===== src/rtl/sysclk_pkg.sv =====
package sysclk_pkg;

  localparam logic [7:0] CFG_RESET = 8'h20;

  localparam int B_STOP   = 0;
  localparam int B_PINSEL = 3;
  localparam int B_LOSC   = 4;
  localparam int B_DRIVE  = 5;
  localparam int B_DIVLO  = 6;

  function automatic int div_ratio(input logic [1:0] code);
    int r;
    case (code)
      2'b00:   r = 1;
      2'b01:   r = 2;
      2'b10:   r = 4;
      default: r = 16;
    endcase
    return r;
  endfunction

endpackage


===== src/rtl/sysclk_cfg_reg.sv =====
module sysclk_cfg_reg
  import sysclk_pkg::*;
(
  input  logic       clk,
  input  logic       rst_n,
  input  logic       wr_en,
  input  logic [7:0] wr_data,
  input  logic       prot_wen,
  input  logic       csp_mode,
  input  logic       osc_sel_onchip,
  input  logic       hs_mode,
  output logic [7:0] cfg_q
);

  logic [7:0] cfg_d;
  logic       onchip_q;
  logic       wr_ok;
  logic       main_edge;
  logic       stop_entry;
  logic       unused_rsvd;

  assign unused_rsvd = ^wr_data[2:1];
  assign wr_ok       = wr_en & prot_wen;
  assign main_edge   = onchip_q & ~osc_sel_onchip;
  assign stop_entry  = wr_ok & ~csp_mode & wr_data[B_STOP] & ~cfg_q[B_STOP];

  always_comb begin
    cfg_d = cfg_q;
    if (wr_ok) begin
      cfg_d[7:6]      = wr_data[7:6];
      cfg_d[B_DRIVE]  = wr_data[B_DRIVE];
      cfg_d[B_PINSEL] = wr_data[B_PINSEL];
      if (!csp_mode) begin
        cfg_d[B_STOP] = wr_data[B_STOP];
        cfg_d[B_LOSC] = wr_data[B_LOSC];
      end
    end
    if (stop_entry && hs_mode) cfg_d[B_DRIVE] = 1'b1;
    if (main_edge)             cfg_d[B_LOSC]  = 1'b1;
    if (osc_sel_onchip)        cfg_d[B_LOSC]  = 1'b0;
    cfg_d[2:1] = 2'b00;
  end

  always_ff @(posedge clk or negedge rst_n) begin
    if (!rst_n) begin
      cfg_q    <= CFG_RESET;
      onchip_q <= 1'b1;
    end else begin
      cfg_q    <= cfg_d;
      onchip_q <= osc_sel_onchip;
    end
  end

  AST_PROT_BLOCK: assert property (@(posedge clk) disable iff (!rst_n)
    (wr_en && !prot_wen && osc_sel_onchip && onchip_q) |=> $stable(cfg_q));
  AST_CSP_STOP_FROZEN: assert property (@(posedge clk) disable iff (!rst_n)
    csp_mode |=> $stable(cfg_q[B_STOP]));
  AST_ONCHIP_LOSC_OFF: assert property (@(posedge clk) disable iff (!rst_n)
    osc_sel_onchip |=> !cfg_q[B_LOSC]);
  AST_MAIN_LOSC_SET: assert property (@(posedge clk) disable iff (!rst_n)
    (onchip_q && !osc_sel_onchip) |=> cfg_q[B_LOSC]);
  AST_STOP_DRIVE_HIGH: assert property (@(posedge clk) disable iff (!rst_n)
    ($rose(cfg_q[B_STOP]) && $past(hs_mode)) |-> cfg_q[B_DRIVE]);

endmodule


===== src/rtl/sysclk_prescaler.sv =====
module sysclk_prescaler
  import sysclk_pkg::*;
#(
  parameter int MAX_DIV = 16,
  parameter int OVR_DIV = 8
) (
  input  logic       clk,
  input  logic       rst_n,
  input  logic [1:0] div_code,
  input  logic       div_field_dis,
  output logic       sys_ce
);

  localparam int CNT_W = $clog2(MAX_DIV);
  localparam int GAP_W = CNT_W + 1;

  logic [CNT_W-1:0] cnt_q, cnt_d;
  logic [CNT_W-1:0] lim_q, lim_d;
  logic [CNT_W-1:0] lim_sel;
  logic             tc;
  int               ratio;

  always_comb begin
    ratio   = div_field_dis ? OVR_DIV : div_ratio(div_code);
    lim_sel = CNT_W'(ratio - 1);
  end

  assign tc     = (cnt_q == lim_q);
  assign sys_ce = tc;

  always_comb begin
    cnt_d = cnt_q + 1'b1;
    lim_d = lim_q;
    if (tc) begin
      cnt_d = '0;
      lim_d = lim_sel;
    end
  end

  always_ff @(posedge clk or negedge rst_n) begin
    if (!rst_n) begin
      cnt_q <= '0;
      lim_q <= '0;
    end else begin
      cnt_q <= cnt_d;
      lim_q <= lim_d;
    end
  end

  logic [GAP_W-1:0] gap_q;
  always_ff @(posedge clk or negedge rst_n) begin
    if (!rst_n)                        gap_q <= '0;
    else if (sys_ce)                   gap_q <= '0;
    else if (gap_q != {GAP_W{1'b1}})   gap_q <= gap_q + 1'b1;
  end

  AST_CE_WITHIN_MAX: assert property (@(posedge clk) disable iff (!rst_n)
    int'(gap_q) < MAX_DIV);

endmodule


===== src/rtl/sysclk_ctrl_reg.sv =====
module sysclk_ctrl_reg
  import sysclk_pkg::*;
#(
  parameter int MAX_DIV = 16,
  parameter int OVR_DIV = 8
) (
  input  logic       clk,
  input  logic       rst_n,
  input  logic       wr_en,
  input  logic [7:0] wr_data,
  input  logic       prot_wen,
  input  logic       csp_mode,
  input  logic       osc_sel_onchip,
  input  logic       hs_mode,
  input  logic       div_field_dis,
  output logic [7:0] rd_data,
  output logic       sys_ce,
  output logic       stop_req,
  output logic       xtal_pin_sel,
  output logic       xtal_drive_hi,
  output logic       losc_stop,
  output logic       xout_high
);

  logic [1:0] rst_sync_q;
  logic       rst_int_n;
  logic [7:0] cfg;

  always_ff @(posedge clk or negedge rst_n) begin
    if (!rst_n) rst_sync_q <= 2'b00;
    else        rst_sync_q <= {rst_sync_q[0], 1'b1};
  end
  assign rst_int_n = rst_sync_q[1];

  sysclk_cfg_reg u_cfg (
    .clk            (clk),
    .rst_n          (rst_int_n),
    .wr_en          (wr_en),
    .wr_data        (wr_data),
    .prot_wen       (prot_wen),
    .csp_mode       (csp_mode),
    .osc_sel_onchip (osc_sel_onchip),
    .hs_mode        (hs_mode),
    .cfg_q          (cfg)
  );

  sysclk_prescaler #(.MAX_DIV(MAX_DIV), .OVR_DIV(OVR_DIV)) u_pre (
    .clk           (clk),
    .rst_n         (rst_int_n),
    .div_code      (cfg[B_DIVLO+1:B_DIVLO]),
    .div_field_dis (div_field_dis),
    .sys_ce        (sys_ce)
  );

  assign rd_data       = cfg;
  assign stop_req      = cfg[B_STOP];
  assign xtal_pin_sel  = cfg[B_PINSEL];
  assign xtal_drive_hi = cfg[B_DRIVE];
  assign losc_stop     = cfg[B_LOSC];
  assign xout_high     = cfg[B_STOP] & cfg[B_PINSEL];

  AST_RSVD_READ_ZERO: assert property (@(posedge clk) disable iff (!rst_int_n)
    rd_data[2:1] == 2'b00);
  AST_XOUT_NEEDS_BOTH: assert property (@(posedge clk) disable iff (!rst_int_n)
    xout_high |-> (stop_req && xtal_pin_sel));

endmodule


===== config.mk =====
export PLATFORM = sky130hd
export DESIGN_NAME = sysclk_ctrl_reg
export DESIGN_NICKNAME = d
export VERILOG_FILES = /design/src/rtl/sysclk_pkg.sv /design/src/rtl/sysclk_cfg_reg.sv /design/src/rtl/sysclk_prescaler.sv /design/src/rtl/sysclk_ctrl_reg.sv
export SDC_FILE = /design/constraint.sdc
export NUM_CORES = 1
export LEC_CHECK = 0
export BUFFER_PORTS_ARGS = -buffer_cell sky130_fd_sc_hd__buf_2
export CORE_ASPECT_RATIO = 0.8
export CORE_MARGIN = 1.5
export CORE_UTILIZATION = 30
export DETAILED_ROUTE_END_ITERATION = 6
export SYNTH_ARGS = -nofsm -noshare
export SYNTH_HDL_FRONTEND = slang
export SYNTH_HIERARCHICAL = 1
export SYNTH_SLANG_ARGS = --single-unit

===== constraint.sdc =====
create_clock -name clk -period 1.4 [get_ports clk]
set_clock_uncertainty 0.1 [all_clocks]
set_input_delay 0.07 -clock clk [delete_from_list [all_inputs] [get_ports clk]]
set_output_delay 0.07 -clock clk [all_outputs]
set_load 0.01 [all_outputs]

==> flow_summary.ini, run 1 <==
[status]
outcome = finished, violations left
failed_checks = setup timing

[layout]
final_cells = 144
final-seq-area_sq_um = 427.9
antenna_cells = 0
multiInputGateArea_sq_um = 361.6
layout_commonest_cell = buf_2
final_util_pct = 47.08
final_area_sq_um = 1169
drive_gt1_share_pct = 50.00
syn2layout_area_growth_pct = 46.39
layout_common_cells = buf_2, dfrtp_1, buf_4
n_fill_cell = 241
fin_nets = 127

[sta]
rsz0062_at_grt = true
slew_headroom_pct = 60.00
fmax_mhz = 623.1
setup_ws_ns = -0.2049
tightest_slew_ns = 0.6000
min_period_ns = 1.605
drv_slew = 0
setup_viol = 9
finalCritPeriodShare_pct = 114.6
timing.hold.ws_ns = 0.009214
hold_violations = 0

[setup_path]
cp_slowest_cell = dfrtp_1
crit_type = flop to primary output
path_max_fanout = 2
path_cells = xor2_1 -> nor4_4 -> buf_4 -> buf_6
r2r_end = u_pre/cnt_q[1]
arrival_ns = 1.43
r2r-start = u_pre/lim_q[2]
r2r_cells = 5
worstSetupEndpoint = sys_ce
required_ns = 1.23
critical_path_depth = 4
cpPeakStageDelay_ns = 0.40
crit_start = u_pre/lim_q[2]
critPathBufInv = 2
cp_top_family = flip-flops
cp-end-kind = primary output
worst_setup_path_start_kind = flop
rrSetupSlack_ns = -0.20

[global_route]
antenna_found_initial = 0
overflow = 0
grt_pass1_vias = 611
track_usage_pct = 12.49
grt_pass1_wl_mm = 2.787
grt_start_max_net_pins = 16

[flow_run]
cap_violations = 0

[detailed_routing]
viasPerCell = 4.132
drt_iter0_drc = 1
wl_per_cell_um = 11.03
firstDrtPassIters = 2
antenna_left = 0
finalWirelength_mm = 1.588
drc = 0
dr_total_vias = 595

[clock_network]
clk_latency_ns = 0.28
clk_pin_slew_ns = 0.09
cts_tree = done
clk_path_buf_depth = 2
cts_buffers = 3
cts-root-buf = clkbuf_4
numClockSinks = 17
htree_num_levels = 1

[floorplan]
die_y_um = 49.14
io-pin-count = 30
die_w_um = 60.67
core_region_area_sq_um = 2482
start_util_pct = 32.16
dieArea_sq_um = 2981
fp-row-count = 16

[power]
power_frac_seq_pct = 41.3
irDropWorstVdd_mv = 0.5436
power_frac_comb_pct = 44.5
power_frac_clock_pct = 14.2
intPower_w = 0.001208
p_sw_share_pct = 32.92
net-switching-power_w = 0.0005929
total_power_w = 0.001801
p_leak_nw = 0.5626
power.density_nw_per_um2 = 1541

[logic_synthesis]
ys_warn_count = 6
syn_area_per_cell_sq_um = 12.47
ys_types = 23
ys_ff_latch = 17
syn_inst = 64
ys_seq_area_share_pct = 53.61
syn_area_sq_um = 798.3

[place]
numPortBuffers = 25
gp_congestion = 0.7213
hpwlAfterDp_mm = 1.080
place_area_sq_um = 994.7
placedCellCount = 129

[hold_path]
hp-start = csp_mode
hp-class = input port to flop
==> timing repair <==
| action | 4_1_cts | 5_1_grt |
|---|---|---|
| pin swaps | 2 | 1 |
| endpoints found under the setup margin | 9 | 9 |
| resized for setup | 8 | 0 |
| endpoints found under the hold margin | 9 | 0 |
| hold buffers | 9 | 0 |
| setup buffers | 2 | 0 |
==> routing by layer <==
metal / vias up / part of all wire, % / GRT usage (%)
met2: 9 / 54 / 19.53
met1: 291 / 44 / 17.66
li1: 295 / - / -
met3: 0 / 2.2 / 2.387
met5: - / 0 / 0
met4: 0 / 0 / 3.261
==> synthesized netlist by cell type <==
cell type | n | area share, %
nor4_4 | 1 | 2.7
nor3b_1 | 1 | 0.94
dfrtp_1 | 15 | 47
dfstp_2 | 2 | 6.6
buf_4 | 6 | 5.6
nor2_1 | 5 | 2.4
nand3_1 | 1 | 0.63
and2b_2 | 1 | 1.1
inv_1 | 1 | 0.47
a21oi_1 | 2 | 1.3
mux2i_1 | 1 | 1.3
ha_1 | 2 | 3.1
nand2_1 | 3 | 1.4
and3b_1 | 2 | 2.2
mux2_4 | 1 | 1.9
xnor2_1 | 1 | 1.1
or3_1 | 1 | 0.78
and4bb_2 | 1 | 1.6
conb_1 | 2 | 0.94
o21ai_0 | 2 | 1.3
and2_1 | 1 | 0.78
mux2_2 | 6 | 8.5
xor2_1 | 6 | 6.6
==> worst min-delay path, cell delays in order <==
cell,delay (ns)
buf_2,0.09
o21ai_0,0.08
a21oi_1,0.12
==> per-stage QoR <==
| stage | setup slack, ns | TNS, ns |
|---|---|---|
| 2_1_floorplan | -0.3026 | -1.239 |
| 4_1_cts | -0.2205 | -1.186 |
| 3_5_place_dp | -0.2177 | -0.9355 |
| 6_report | -0.2049 | -1.178 |
| 5_1_grt | -0.2808 | -1.718 |
| 3_3_place_gp | -0.2109 | -0.7151 |
==> worst min path at each step <==
stage                endpoint  slack [ns]  cells after the start
2_1_floorplan   rst_sync_q[0]       -0.33                      0
3_5_place_dp    rst_sync_q[1]       -0.24                      1
6_report       u_cfg/cfg_q[4]       0.009                      3
3_3_place_gp    rst_sync_q[0]       -0.24                      1
4_1_cts        u_cfg/cfg_q[4]       0.009                      3
5_1_grt        u_cfg/cfg_q[4]        0.01                      3
==> layout make-up <==
type	count	share of cell area, %
Clock buffer	4	2.248
Inverter	1	0.3212
Multi-Input combinational cell	41	30.94
Sequential cell	17	36.62
Tap cell	36	3.854
Timing Repair Buffer	45	26.02
==> power by group through the flow <==
stage                     clock network, W  registers [W]  logic (W)
after detailed placement                 0       0.000747   0.000683
after CTS                         0.000269       0.000746   0.000809
after global routing              0.000298       0.000766   0.000886
after floorplan                          0       0.000755   0.000420
after global placement                   0       0.000743   0.000677
final                             0.000256       0.000744   0.000801
==> cell families (layout without fill, tap and decap cells) <==
family | Yosys count | after routing | synth area share [%]
xor gates and xnor gates | 7 | 7 | 7.680
AOI/OAI and AO/OA | 4 | 4 | 2.508
DFF | 17 | 17 | 53.60
and+or+nand+nor | 17 | 17 | 14.42
other | 2 | 3 | 0.9408
adders and majority gates | 2 | 2 | 3.134
buffers and inverters | 7 | 50 | 6.112
muxes | 8 | 8 | 11.60
==> sequential cells by signal (all words and copies together), names as in the netlist <==
signal	cells
u_cfg/cfg_q	6
u_pre/cnt_q	4
u_pre/lim_q	4
rst_sync_q	2
u_cfg/onchip_q	1
(Power assumes the default switching activity.)
==> inputs of run 2 (changes only) <==
CORE_MARGIN = 1   (was 1.5)
==> flow_summary.ini, run 2 (synthesis results as in run 1) <==
[setup_path]
crit_type = flop to primary output
worst_setup_path_start_kind = flop
cp-end-kind = primary output
arrival_ns = 1.44
rrSetupSlack_ns = -0.21
required_ns = 1.23
path_max_fanout = 2

[detailed_routing]
dr_total_vias = 582
firstDrtPassIters = 3
drc = 0
antenna_left = 0
viasPerCell = 4.042
drt_iter0_drc = 3
finalWirelength_mm = 1.492
wl_per_cell_um = 10.36

[place]
place_area_sq_um = 987.2
numPortBuffers = 25
hpwlAfterDp_mm = 1.029
gp_congestion = 0.6919

[power]
power.density_nw_per_um2 = 1515
power_frac_clock_pct = 14.6
power_frac_comb_pct = 42.9
p_leak_nw = 0.5592
irDropWorstVdd_mv = 0.6420
power_frac_seq_pct = 42.5
total_power_w = 0.001746
net-switching-power_w = 0.0005759
p_sw_share_pct = 32.99
intPower_w = 0.001170

[clock_network]
clk_latency_ns = 0.29
numClockSinks = 17
cts-root-buf = clkbuf_4
clk_path_buf_depth = 2
clk_pin_slew_ns = 0.09
htree_num_levels = 1
cts_buffers = 3
cts_tree = done

[global_route]
grt_start_max_net_pins = 16
overflow = 0
grt_pass1_wl_mm = 2.297
grt_pass1_vias = 574
track_usage_pct = 11.33
antenna_found_initial = 0

[sta]
rsz0062_at_grt = true
hold_violations = 0
slew_headroom_pct = 59.71
finalCritPeriodShare_pct = 114.9
setup_viol = 9
fin_tns_setup_ns = -1.255
min_period_ns = 1.609
tightest_slew_ns = 0.6043
setup_ws_ns = -0.2090
timing.hold.ws_ns = 0.05784
fmax_mhz = 621.5
drv_slew = 0

[layout]
fin_nets = 127
final_area_sq_um = 1152
layout_common_cells = buf_2, dfrtp_1, dlygate4sd3_1, buf_4
layout_commonest_cell = buf_2
antenna_cells = 0
final_util_pct = 46.42
drive_gt1_share_pct = 49.07
largest_register = u_cfg/cfg_q
top_regs = u_cfg/cfg_q: 6 flops, u_pre/cnt_q: 4 flops, u_pre/lim_q: 4 flops
syn2layout_area_growth_pct = 44.36
largest_reg_flops = 6

[floorplan]
fp-row-count = 16
core_region_area_sq_um = 2482
dieArea_sq_um = 2873
start_util_pct = 32.16
io-pin-count = 30
die_w_um = 59.67
die_y_um = 48.14

[flow_run]
cap_violations = 0

[hold_path]
hp-class = input port to flop

[status]
failed_checks = setup timing
outcome = finished, violations left
==> run 2: per-layer routing <==
layer | up-vias | GRT usage, % | wire [um]
met1 | 282 | 14.43 | 644
met4 | 0 | 9.302 | 13
li1 | 291 | - | -
met2 | 7 | 17.78 | 803
met3 | 2 | 1.592 | 31
met5 | - | 0 | 0
==> run 2: power by group through the flow <==
stage / logic [W] / clock network [W] / registers, W
floorplan: 0.000420 / 0 / 0.000755
finish: 0.000750 / 0.000255 / 0.000742
detailed placement: 0.000660 / 0 / 0.000743
global placement: 0.000653 / 0 / 0.000742
global route: 0.000826 / 0.000290 / 0.000763
CTS: 0.000723 / 0.000274 / 0.000732
==> run 2: final timing paths <==
| path | startpoint | end | cells after the start |
|---|---|---|---|
| min in group asynchronous | rst_sync_q[1] | u_cfg/cfg_q[6] | 0 |
| worst min-delay path | div_field_dis | u_pre/lim_q[0] | 3 |
| worst max-delay path | u_pre/lim_q[2] | sys_ce | 4 |
| worst max register to register | u_pre/lim_q[2] | u_pre/lim_q[2] | 4 |
| max in group asynchronous | rst_n | rst_sync_q[1] | 3 |
| worst min register to register | rst_sync_q[1] | u_cfg/cfg_q[6] | 0 |
==> run 2: timing repair <==
item                                    4_1_cts  5_1_grt
gates resized for setup                       0        4
endpoints found under the setup margin        9        9
buffers inserted                              2        0
hold buffers                                 10        0
pin swaps                                     1        1
hold endpoints to repair                      9        0
==> run 2: cell type report <==
type                            instances  area (sq um)
Clock inverter                          1         5.005
Clock buffer                            3         22.52
Multi-Input combinational cell         41         341.6
Timing Repair Buffer                   45         306.5
Fill cell                             246          1330
Tap cell                               36         45.04
Sequential cell                        17         427.9
Inverter                                1         3.754
==> run 2: per-stage QoR <==
stage               std cells  setup WS, ns
global route              144       -0.2887
finish                    144       -0.2090
CTS                       144       -0.2487
global placement          128       -0.1555
floorplan                  65       -0.3026
detailed placement        128       -0.1775
==> run 2: worst max-delay path, cell delays in order, from the launching register on <==
cell,delay (ns)
dfrtp_1,0.42
xor2_2,0.20
nor4_4,0.29
buf_4,0.16
buf_6,0.09
==> inputs of run 3 (changes only) <==
REMOVE_ABC_BUFFERS = 1   (was not set)
==> flow_summary.ini, run 3 (synthesis results as in run 1) <==
[status]
outcome = finished, violations left
failed_checks = setup timing

[power]
total_power_w = 0.001739
power.density_nw_per_um2 = 1531
irDropWorstVdd_mv = 0.8226
p_leak_nw = 0.5488

[detailed_routing]
firstDrtPassIters = 4
finalWirelength_mm = 1.662
dr_total_vias = 590
drt_iter0_drc = 8
wl_per_cell_um = 11.54
antenna_left = 0
viasPerCell = 4.097
drc = 0

[flow_run]
cap_violations = 0

[setup_path]
r2r_end = u_pre/lim_q[3]
required_ns = 1.23
cpPeakStageDelay_ns = 0.40
rrSetupSlack_ns = -0.20
crit_start = u_pre/lim_q[2]
worst_setup_path_start_kind = flop
r2r_cells = 4
cp_slowest_cell = dfrtp_1
crit_type = flop to primary output
path_cells = xor2_1 -> nor4_4 -> buf_4 -> buf_2
cp-end-kind = primary output
worstSetupEndpoint = sys_ce
path_max_fanout = 2
r2r-start = u_pre/lim_q[2]
arrival_ns = 1.45

[global_route]
overflow = 0
grt_start_max_net_pins = 16
grt_pass1_wl_mm = 2.463
track_usage_pct = 12.18
grt_pass1_vias = 552
antenna_found_initial = 0

[layout]
final_area_sq_um = 1136
syn2layout_area_growth_pct = 42.32
largest_reg_flops = 6
drive_gt1_share_pct = 48.15
antenna_cells = 0
largest_register = u_cfg/cfg_q
top_regs = u_cfg/cfg_q: 6 flops, u_pre/cnt_q: 4 flops, u_pre/lim_q: 4 flops
layout_commonest_cell = buf_2
layout_common_cells = buf_2, dfrtp_1, dlygate4sd3_1, buf_4
fin_nets = 127

[clock_network]
cts-root-buf = clkbuf_4
cts_buffers = 3
numClockSinks = 17
clk_pin_slew_ns = 0.10
clk_path_buf_depth = 2
htree_num_levels = 1
clk_latency_ns = 0.29
cts_tree = done

[sta]
setup_viol = 9
fmax_mhz = 616.4
hold_violations = 0
finalCritPeriodShare_pct = 115.9
rsz0062_at_grt = true
drv_slew = 0
setup_ws_ns = -0.2222
min_period_ns = 1.622

[floorplan]
io-pin-count = 30
die_w_um = 59.67
fp-row-count = 16
die_y_um = 48.14
core_region_area_sq_um = 2482
dieArea_sq_um = 2873
start_util_pct = 32.16

[hold_path]
hp-class = input port to flop

[place]
hpwlAfterDp_mm = 1.060
gp_congestion = 0.7556
place_area_sq_um = 987.2
numPortBuffers = 25
-- run 3: cell count changes in the layout (fill, tap and decap cells not counted), sizes merged --
cell | previous run | this run
clkbuf | 3 | 4
clkinv | 1 | 0
-- run 3: per-stage QoR --
step | cells | utilization, % | setup WS [ns] | hold slack [ns] | setup TNS (ns)
2_1_floorplan | 59 | - | -0.3255 | -0.3256 | -1.422
3_3_place_gp | 128 | 39.77 | -0.1606 | -0.2464 | -0.6188
3_5_place_dp | 128 | 39.77 | -0.1837 | -0.2425 | -0.9045
4_1_cts | 144 | 45.56 | -0.2402 | 0.05620 | -1.193
5_1_grt | 144 | 45.77 | -0.2750 | 0.07135 | -1.584
6_report | 144 | 45.77 | -0.2222 | 0.07165 | -1.169
-- run 3: routing by layer --
layer  part of all wire [%]  global-route usage [%]  up-vias
li1                       -                       -      295
met1                     42                   15.31      287
met2                     55                   20.00        8
met3                    3.2                   5.040        0
met4                      0                   2.791        0
met5                      0                       0        -
-- run 3: worst min-delay path by stage --
stage                  startpoint  slack (ns)  cells past startpoint              to
finish                   prot_wen        0.07                      4  u_cfg/cfg_q[5]
global route        div_field_dis        0.07                      3  u_pre/lim_q[0]
CTS                      prot_wen        0.06                      4  u_cfg/cfg_q[5]
detailed placement          rst_n       -0.24                      1   rst_sync_q[0]
global placement            rst_n       -0.25                      1   rst_sync_q[1]
floorplan                   rst_n       -0.33                      0   rst_sync_q[0]
-- run 3: where the power goes --
group / total [W] / internal (W) / switching [W]
clock: 0.000257 / 0.000111 / 0.000147
sequential: 0.000735 / 0.000634 / 0.000101
combinational: 0.000746 / 0.000405 / 0.000341
total: 0.00174 / 0.00115 / 0.000588
-- run 3: layout make-up --
cell class,instances,area [sq um]
fill,241,1346
clock buffer,4,26.28
multi-input combinational,41,332.8
timing repair buffer,45,300.3
inverter,1,3.754
sequential,17,427.9
tap,36,45.04
-- run 3: worst max-delay path, delay by kind of cell (launching register included) --
kind	cells	cell delay [ns]
DFF	1	0.40
and+or+nand+nor	1	0.30
buffers and inverters	2	0.27
xor gates and xnor gates	1	0.20
-- run 3: what timing repair did --
action                                 4_1_cts  5_1_grt
setup endpoints to repair                    9        9
buffers inserted                             2        0
pin swaps                                    2        0
cloned                                       0        0
hold buffers                                10        0
resized for setup                            1        1
endpoints found under the hold margin        9        0
